File: src/rtl/pfb_pkg.sv
package pfb_pkg;
  localparam int HW_W  = 16;
  localparam int SLOTS = 2;
  typedef logic [HW_W-1:0] hw_t;
endpackage

File: src/rtl/pfb_fetch_ctrl.sv
module pfb_fetch_ctrl #(
  parameter int AW         = 16,
  parameter int OFS_W      = 2,
  parameter int CNT_W      = 3,
  parameter int RESET_ADDR = 0
) (
  input  logic                clk,
  input  logic                rst_n,
  input  logic                br_valid,
  input  logic [AW-1:0]       br_target,
  input  logic                retire,
  input  logic                mem_rvalid,
  output logic                mem_req,
  output logic [AW-OFS_W-1:0] mem_addr,
  output logic                fill
);
  import pfb_pkg::*;
  localparam int LA_W = AW - OFS_W;
  localparam logic [AW-1:0] RST_PC = AW'(RESET_ADDR);

  logic [1:0]       used_q;   // lines held plus kept requests
  logic [CNT_W-1:0] keep_q;   // in-flight answers to be stored
  logic [CNT_W-1:0] drop_q;   // in-flight answers to be thrown away
  logic [LA_W-1:0]  fa_q;     // next line to request
  logic             arrive_keep;

  assign arrive_keep = mem_rvalid && (drop_q == '0);
  assign fill        = arrive_keep && !br_valid;
  assign mem_req     = !br_valid && ((used_q < 2'(SLOTS)) || retire);
  assign mem_addr    = fa_q;

  always_ff @(posedge clk) begin
    if (!rst_n) begin
      used_q <= '0;
      keep_q <= '0;
      drop_q <= '0;
      fa_q   <= RST_PC[AW-1:OFS_W];
    end else if (br_valid) begin
      used_q <= '0;
      keep_q <= '0;
      drop_q <= drop_q + keep_q - CNT_W'(mem_rvalid);
      fa_q   <= br_target[AW-1:OFS_W];
    end else begin
      used_q <= used_q + 2'(mem_req) - 2'(retire);
      keep_q <= keep_q + CNT_W'(mem_req) - CNT_W'(arrive_keep);
      drop_q <= drop_q - CNT_W'(mem_rvalid && (drop_q != '0));
      fa_q   <= fa_q + LA_W'(mem_req);
    end
  end

  // committed lines never exceed the two slots
  p_occupancy_r2: assert property (@(posedge clk) disable iff (!rst_n)
    used_q <= 2'(SLOTS));

  // the cycle after a redirect requests the target line
  p_redirect_r8: assert property (@(posedge clk) disable iff (!rst_n)
    $past(br_valid) && !br_valid |-> mem_req && (mem_addr == $past(br_target[AW-1:OFS_W])));

  // nothing requested before a redirect is stored right after it
  p_stale_drop_r9: assert property (@(posedge clk) disable iff (!rst_n)
    br_valid |=> !fill);
endmodule

File: src/rtl/pfb_line_store.sv
module pfb_line_store #(
  parameter int AW         = 16,
  parameter int LINE_HW    = 4,
  parameter int RESET_ADDR = 0
) (
  input  logic                                clk,
  input  logic                                rst_n,
  input  logic                                br_valid,
  input  logic [AW-1:0]                       br_target,
  input  logic                                fill,
  input  logic [LINE_HW*pfb_pkg::HW_W-1:0]    fill_data,
  input  logic                                dec_long,
  input  logic                                out_ready,
  output logic                                out_valid,
  output pfb_pkg::hw_t                        out_hw0,
  output pfb_pkg::hw_t                        out_hw1,
  output logic [AW-1:0]                       out_pc,
  output logic                                retire
);
  import pfb_pkg::*;
  localparam int OFS_W  = $clog2(LINE_HW);
  localparam int LINE_W = LINE_HW * HW_W;

  logic [LINE_W-1:0] cur_q, nxt_q, cur_d, nxt_d;
  logic              cur_v, nxt_v, cur_vd, nxt_vd;
  logic [AW-1:0]     pc_q, pc_d;
  hw_t               cur_hw [LINE_HW];
  hw_t               nxt_hw [LINE_HW];

  for (genvar k = 0; k < LINE_HW; k++) begin : g_split
    assign cur_hw[k] = cur_q[k*HW_W +: HW_W];
    assign nxt_hw[k] = nxt_q[k*HW_W +: HW_W];
  end

  logic [OFS_W-1:0] ofs, ofs1;
  logic             at_last, have0, have1, take;
  logic [OFS_W:0]   ofs_sum;

  assign ofs     = pc_q[OFS_W-1:0];
  assign ofs1    = ofs + OFS_W'(1);          // wraps into the next line
  assign at_last = (ofs == OFS_W'(LINE_HW-1));
  assign have0   = cur_v;
  assign have1   = at_last ? nxt_v : cur_v;
  assign out_hw0 = cur_hw[ofs];
  assign out_hw1 = at_last ? nxt_hw[ofs1] : cur_hw[ofs1];
  assign out_valid = have0 && (!dec_long || have1);
  assign out_pc    = pc_q;

  assign take    = out_valid && out_ready && !br_valid;
  assign ofs_sum = {1'b0, ofs} + (dec_long ? (OFS_W+1)'(2) : (OFS_W+1)'(1));
  assign retire  = take && ofs_sum[OFS_W];

  always_comb begin
    logic [LINE_W-1:0] s0;
    logic              s0v, s1v;
    s0     = retire ? nxt_q : cur_q;
    s0v    = retire ? nxt_v : cur_v;
    s1v    = retire ? 1'b0  : nxt_v;
    cur_d  = s0;
    cur_vd = s0v;
    nxt_d  = nxt_q;
    nxt_vd = s1v;
    if (fill) begin
      if (!s0v) begin
        cur_d  = fill_data;
        cur_vd = 1'b1;
      end else begin
        nxt_d  = fill_data;
        nxt_vd = 1'b1;
      end
    end
    pc_d = take ? pc_q + (dec_long ? AW'(2) : AW'(1)) : pc_q;
    if (br_valid) begin
      cur_vd = 1'b0;
      nxt_vd = 1'b0;
      pc_d   = br_target;
    end
  end

  always_ff @(posedge clk) begin
    if (!rst_n) begin
      cur_v <= 1'b0;
      nxt_v <= 1'b0;
      pc_q  <= AW'(RESET_ADDR);
    end else begin
      cur_v <= cur_vd;
      nxt_v <= nxt_vd;
      pc_q  <= pc_d;
    end
  end

  always_ff @(posedge clk) begin
    cur_q <= cur_d;
    nxt_q <= nxt_d;
  end

  // a transfer moves the counter by the reported length
  p_pc_step_r5: assert property (@(posedge clk) disable iff (!rst_n)
    take |=> (pc_q == $past(pc_q) + ($past(dec_long) ? AW'(2) : AW'(1))));

  // a stalled decoder sees a steady counter
  p_hold_r10: assert property (@(posedge clk) disable iff (!rst_n)
    !out_ready && !br_valid |=> $stable(out_pc));

  // a redirect empties the offered instruction next cycle
  p_flush_r8: assert property (@(posedge clk) disable iff (!rst_n)
    br_valid |=> !out_valid);

  // an arriving line always finds a free slot
  p_no_overflow_r2: assert property (@(posedge clk) disable iff (!rst_n)
    fill |-> !(cur_v && nxt_v && !retire));
endmodule

File: src/rtl/wide_fetch_prefetch.sv
module wide_fetch_prefetch
  import pfb_pkg::*;
#(
  parameter int AW         = 16,
  parameter int LINE_HW    = 4,
  parameter int CNT_W      = 3,
  parameter int RESET_ADDR = 0
) (
  input  logic                       clk,
  input  logic                       rst_n,
  input  logic                       br_valid,
  input  logic [AW-1:0]              br_target,
  output logic                       mem_req,
  output logic [AW-$clog2(LINE_HW)-1:0] mem_addr,
  input  logic                       mem_rvalid,
  input  logic [LINE_HW*HW_W-1:0]    mem_rdata,
  output logic                       out_valid,
  input  logic                       out_ready,
  input  logic                       dec_long,
  output logic [AW-1:0]              out_pc,
  output logic [HW_W-1:0]            out_hw0,
  output logic [HW_W-1:0]            out_hw1
);
  localparam int OFS_W = $clog2(LINE_HW);

  logic retire, fill;

  pfb_fetch_ctrl #(
    .AW(AW), .OFS_W(OFS_W), .CNT_W(CNT_W), .RESET_ADDR(RESET_ADDR)
  ) u_ctrl (
    .clk(clk), .rst_n(rst_n), .br_valid(br_valid), .br_target(br_target),
    .retire(retire), .mem_rvalid(mem_rvalid), .mem_req(mem_req),
    .mem_addr(mem_addr), .fill(fill)
  );

  pfb_line_store #(
    .AW(AW), .LINE_HW(LINE_HW), .RESET_ADDR(RESET_ADDR)
  ) u_store (
    .clk(clk), .rst_n(rst_n), .br_valid(br_valid), .br_target(br_target),
    .fill(fill), .fill_data(mem_rdata), .dec_long(dec_long),
    .out_ready(out_ready), .out_valid(out_valid), .out_hw0(out_hw0),
    .out_hw1(out_hw1), .out_pc(out_pc), .retire(retire)
  );
endmodule

File: config.mk
export PLATFORM = sky130hd
export DESIGN_NAME = wide_fetch_prefetch
export DESIGN_NICKNAME = d
export VERILOG_FILES = /design/src/rtl/pfb_pkg.sv /design/src/rtl/pfb_fetch_ctrl.sv /design/src/rtl/pfb_line_store.sv /design/src/rtl/wide_fetch_prefetch.sv
export SDC_FILE = /design/constraint.sdc
export NUM_CORES = 1
export LEC_CHECK = 0
export BUFFER_PORTS_ARGS = -buffer_cell sky130_fd_sc_hd__buf_2
export CORE_ASPECT_RATIO = 0.7
export CORE_UTILIZATION = 25
export CTS_CLUSTER_SIZE = 16
export DETAILED_ROUTE_END_ITERATION = 6
export HOLD_SLACK_MARGIN = 0.05
export SLEW_MARGIN = 30
export SYNTH_ARGS = -nofsm -noshare
export SYNTH_HDL_FRONTEND = slang
export SYNTH_SLANG_ARGS = --single-unit
File: constraint.sdc
create_clock -name clk -period 11.16 [get_ports clk]
set_input_delay 1.116 -clock clk [delete_from_list [all_inputs] [get_ports clk]]
set_output_delay 1.116 -clock clk [all_outputs]
set_load 0.05 [all_outputs]
After elaboration in Yosys (flattened, before gate mapping) --
Index checks and enable logic that the tools add are counted. W data, S select, Z words.
Word-level totals: register bits after elaboration 168, input port bits 86, output and inout bits 64, logic and storage cells 69
Cells by class: $add $sub $neg 11, $lt $le $gt $ge 3, eq/ne operators 1, mux-type cells 25, bitwise logic cells 3, reductions and logical operators 17
Operators with widths (number):
- $mux W64 | 3
- $mux W16 | 9
- $bmux W16 S2 | 3
- $add A16 B16 Y16 | 1
- $add A14 B1 Y14 | 1
- $mux W14 | 1
- $sub A3 B1 Y3 | 3
- $logic_and A1 B1 Y1 | 8
- $ge A3 B3 Y1 const B | 2
- $mux W1 | 6
- $not A2 Y3 | 2
- $mux W2 | 2
- $add A2 B3 Y3 | 1
- $add A3 B1 Y3 | 1
- $add A3 B3 Y3 | 1
- $logic_not A3 Y1 | 1
- $mux W3 | 1
- $reduce_bool A3 Y1 | 1
- $add A2 B1 Y2 | 1
- $add A2 B1 Y2 const B | 1
- $eq A2 B2 Y1 const B | 1
- $logic_not A1 Y1 | 2
- $logic_or A1 B1 Y1 | 2
- $lt A2 B2 Y1 const B | 1
- other kinds (5) | 5

Longest topological paths before layout --
depth in word-level cells 11, gate-level depth with buffers 16, mapped depth without buffers 15

By module --
From an unflattened synthesis, not the netlist that was laid out.
Unflattened totals: cell total of the unflattened synthesis 645, area, all modules 8478.1 µm²
Modules (own cells, without submodules):
- pfb_line_store | times used 1, cells an instance 488, area each 7146.9 µm², seq. area each 3563.4 µm²
- pfb_fetch_ctrl | times used 1, cells an instance 157, area each 1331.3 µm², seq. area each 440.4 µm²

Worst setup path after synthesis --
Ideal clock, no wire load.
path type input to register, start input dec_long, end register u_store.nxt_q[0] (enable), setup time 0.565 ns, arrival time 6.558 ns, required time 10.595 ns, slack 4.038 ns, cell stages on the path 8, path buffers 1, path through inv_1 ha_1 fa_1 nand2_1 or4b_4 buf_6 o21ai_0 nor3_1
On the way: cells in the longest elaborated chain, start to end 8, elaborated cells on any way between the ends 10, those cells by class add/sub: 1; mux: 2; reduce/logical: 7
RTL lines:
- from (decl) | line wide_fetch_prefetch.sv:19 | input logic dec_long,
- parallel branches: the longest is 5 deep, another holds $add A2 B3 Y3
- $logic_and A1 B1 Y1 (*) | line pfb_line_store.sv:51 | assign retire = take && ofs_sum[OFS_W];
- $mux W1 (*) | line pfb_line_store.sv:57 | s0v = retire ? nxt_v : cur_v;
- $reduce_and A2 Y1 (no source line) (*)
- to (signal assigned) | line pfb_line_store.sv:94 | nxt_q <= nxt_d;
- to (decl) | line pfb_line_store.sv:24 | logic [LINE_W-1:0] cur_q, nxt_q, cur_d, nxt_d;
Every way passes the cells marked *. A chain may end at the register's enable or synchronous reset.

Worst setup path in the final report --
start input dec_long, end output mem_req
On the way: cells in the longest elaborated chain, start to end 8, elaborated cells on any way between the ends 10, those cells by class add/sub: 1; mux: 1; reduce/logical: 8
RTL lines:
- parallel branches: the longest is 5 deep, another holds $add A2 B3 Y3
- $logic_and A1 B1 Y1 (*) | line pfb_line_store.sv:51
- $logic_or A1 B1 Y1 (*) | line pfb_fetch_ctrl.sv:29 | assign mem_req = !br_valid && ((used_q < 2'(SLOTS)) || retire);
- $logic_and A1 B1 Y1 (*) | line pfb_fetch_ctrl.sv:29
- to (decl) | line wide_fetch_prefetch.sv:13 | output logic mem_req,
Marks and branches as above.

==> metrics.md <==
| Metric | Value |
|---|---|
| Share of the clock period used by the worst path | `0.380` |
| Critical path capture point type | `primary output` |
| Core region area | `0.0326 mm^2` |
| Number of nets in the final layout | `841` |
| CTS tree | `yes` |
| Most used cell, CP | `sky130_fd_sc_hd__buf_2` |
| Area post-placement | `0.00947 mm^2` |
| Maximum root-to-sink buffer count | `2` |
| Reported net switching power | `872 uW` |
| Number of antenna violations at the first check in global routing | `7` |
| Die area | `0.0342 mm^2` |
| Sequential share of the synthesized area | `0.479` |
| Residual DRC | `4` |
| Vias in the first global route | `5455` |
| Power density normalized to cell area | `235 mW/mm^2` |
| Number of cells produced by synthesis | `602` |
| Total CTS buffers | `17` |
| Vias per std cell | `4.67` |
| Count of filler cells inserted in the layout | `3342` |
| Synthesis-stage register bit count | `168` |
| Setup repair after global routing missed its margin | `no` |
| Wire length of the first global-routing pass | `32.7 mm` |
| Routed vias | `5502` |
| Number of violations of the max-capacitance limit | `0` |
| Total instance count after detailed placement | `1146` |
| Worst rel slew slack | `0.408` |
| Synthesized Nets | `705` |
| Leading cell type in the layout, fill and taps excluded | `sky130_fd_sc_hd__buf_2` |
| Highest clock frequency the design can meet | `0.236 GHz` |
| Min Clock Period, post-route | `4.24 ns` |
| Horiz. Die Dim | `221 um` |
| Proportion of power drawn by flip-flops and latches | `0.377` |
| Leakage power of the design | `0.00381 uW` |
| Switching Fraction | `0.371` |
| Number of rows created at floorplan | `55` |
| Number of optimization iterations in the first detailed-route pass | `6` |
| Aggregate global routing overflow | `0` |
| Class of the tightest hold or removal check | `flop to flop` |
| Final weighted congestion of routability-driven global placement | `0.829` |
| Top-Level Pins | `150` |
| Max stage delay cell, worst path | `sky130_fd_sc_hd__or4b_4` |
| Area overhead of the layout relative to synthesis | `19.9%` |
| Worst vdd ir | `0.000131 V` |
| Required @ worst endpoint | `10.04 ns` |
| Yosys cell types | `48` |
| Largest clock skew in the final design | `0.0104 ns` |
| Critical Path Start Type | `input port` |
| Global-route total usage across every layer | `0.130` |
| Slew at the pin closest to its max-slew limit | `0.889 ns` |
| Largest stage delay on the critical path | `0.59 ns` |
| Mapped cell area | `0.00836 mm^2` |
| Total wire length | `21.3 mm` |
| Combinational group share of total power | `0.385` |
| Crit path arrival time | `3.12 ns` |
| CP bufs+invs | `3` |
| Yosys warns | `0` |
| Violations in the final reports | `DRC` |
| Layout cell share with drive strength beyond 1 | `0.426` |
| Primary flip-flop cell chosen by synthesis mapping | `sky130_fd_sc_hd__dfxtp_1` |
| Height of the die | `155 um` |
| Highest-count cells in the layout ignoring fill and taps | `149 x sky130_fd_sc_hd__buf_2, 103 x sky130_fd_sc_hd__dfxtp_1, 71 x sky130_fd_sc_hd__mux2_2` |
| Number of violations reported at the end of detailed-routing iteration 0 | `285` |
| Tot Pwr | `2350 uW` |
| IO Port Bufs | `149` |
| Final instance area | `0.0100 mm^2` |
| Setup violators final | `0` |
| Mean post-synth cell area | `13.9 um^2` |
| Cell-internal power | `1480 uW` |
| Number of gates resized after cts | `0` |
| Number of buffers inserted by hold repair at cts | `0` |
| Post-layout instance count excluding filler cells | `1178` |
| Final slew viol count | `0` |
| Half-perimeter wire length after placement | `14.3 mm` |
| Root buf cell | `sky130_fd_sc_hd__clkbuf_16` |
| Number of enable flip-flop cells after synthesis | `64` |
| Depth of the CTS H-tree | `4` |
| Power share of the clock group | `0.238` |
| Worst setup path class | `input port to primary output` |
| Fraction of registers with async set or reset after synthesis | `0` |
| Clk Latency, worst-skew pair | `0.44 ns` |
| Total count of hold-check failures in the final report | `0` |
| Ordered list of cells on the worst path | `buf_2 -> inv_1 -> ha_1 -> fa_1 -> nand2_1 -> or4b_4 -> o21ai_0 -> buf_2` |
| Gate family responsible for the most delay along the worst path | `simple AND/OR/NAND/NOR gates` |
| Critical Path Fanout Max | `7` |
| Setup tns final | `0 ns` |
| Antenna diode count | `0` |
| Routed wirelength normalized by instance count | `18.1 um` |
| Final antenna-violating net count | `0` |
| Maximum number of pins on one net before global-route repair | `65` |
| Initial Util | `0.256` |
| Run status | `complete, but fails checks` |
| Post-CTS setup-driven buffer insertion count | `0` |
| Num Clock Sinks | `168` |
| Worst-path clk slew | `0.07 ns` |
[routing by layer]
layer  GRT usage  vias up  part of all wire
li1            -     2596                 -
met1       0.182     2758              0.48
met2       0.195      126              0.46
met3      0.0373       20             0.048
met4      0.0323        2             0.010
met5           0        -           0.00038
[state kept, by name, indices dropped and copies added, names as in the netlist]
signal           count
u_store.cur_q       64
u_ctrl.keep_q        3
u_store.nxt_v        1
u_store.out_pc      16
u_store.cur_v        1
u_ctrl.mem_addr     14
u_ctrl.used_q        2
u_ctrl.drop_q        3
u_store.nxt_q       64
[synth_stat cells, drive strengths merged (14+ instances only)]
library cell / n / share of area
o21ai: 15 / 0.0090
xnor2: 14 / 0.015
mux2: 144 / 0.20
ha: 14 / 0.021
dfxtp: 104 / 0.25
clkbuf: 17 / 0.0076
inv: 19 / 0.0094
nor2: 16 / 0.0072
a21oi: 19 / 0.011
mux4: 48 / 0.13
edfxtp: 64 / 0.23
buf: 21 / 0.020
[layout make-up]
type	instances	area (um^2)	area share
clock buffers	18	429	0.0428
repair buffers	155	798	0.0796
clock inverters	14	113	0.0112
well taps	427	534	0.0533
multi-input cells	377	4060	0.405
inverters	19	78.8	0.00786
flip-flops and latches	168	4010	0.400
[worst register-to-register path, cell delays in order (launching register included)]
cell and delay, ns:
sky130_fd_sc_hd__dfxtp_4 0.35, sky130_fd_sc_hd__ha_2 0.40, sky130_fd_sc_hd__and3b_4 0.37, sky130_fd_sc_hd__or4b_4 0.64, sky130_fd_sc_hd__o21ai_0 0.36, sky130_fd_sc_hd__inv_1 0.16
sky130_fd_sc_hd__ha_1 0.33, sky130_fd_sc_hd__inv_1 0.06, sky130_fd_sc_hd__ha_1 0.13, sky130_fd_sc_hd__inv_1 0.05, sky130_fd_sc_hd__fa_1 0.37, sky130_fd_sc_hd__xor2_1 0.16
sky130_fd_sc_hd__xnor2_1 0.13, sky130_fd_sc_hd__nor2_1 0.05
[path summary, 6_finish.rpt]
path	slack [ns]	to	from	cells after the start
max	6.92	mem_req	dec_long	8
min	0.53	u_ctrl.used_q[1]	u_ctrl.used_q[1]	2
max reg2reg	7.52	u_ctrl.keep_q[2]	u_store.out_pc[0]	13
min reg2reg	0.53	u_ctrl.used_q[1]	u_ctrl.used_q[1]	2
[cells by family (layout without fill, tap and decap cells)]
kind of cell               count (synthesis)  count (layout)  share of synthesized area
AOI/OAI and AO/OA                         57              57                     0.0432
xor gates and xnor gates                  20              20                     0.0227
adders and majority gates                 17              17                     0.0281
buffers and inverters                     57             206                     0.0374
DFF                                      168             168                      0.479
muxes                                    197             197                      0.331
and+or+nand+nor                           86              86                     0.0588
[power by group through the flow]
stage               clock network [uW]  registers, uW  logic, uW
floorplan                            0            886        720
finish                             561            886        904
CTS                                583            884        918
detailed placement                   0            896        913
global route                       609            907        969
global placement                     0            890        906
[metrics by stage]
step / hold WS (ns) / util / setup slack [ns]
global route: 0.557 / 0.307 / 6.86
global placement: 0.500 / 0.290 / 6.92
CTS: 0.528 / 0.307 / 6.94
detailed placement: 0.510 / 0.290 / 6.91
floorplan: 0.469 / - / 4.04
finish: 0.526 / 0.307 / 6.92
Power figures use the tool's default switching activity.
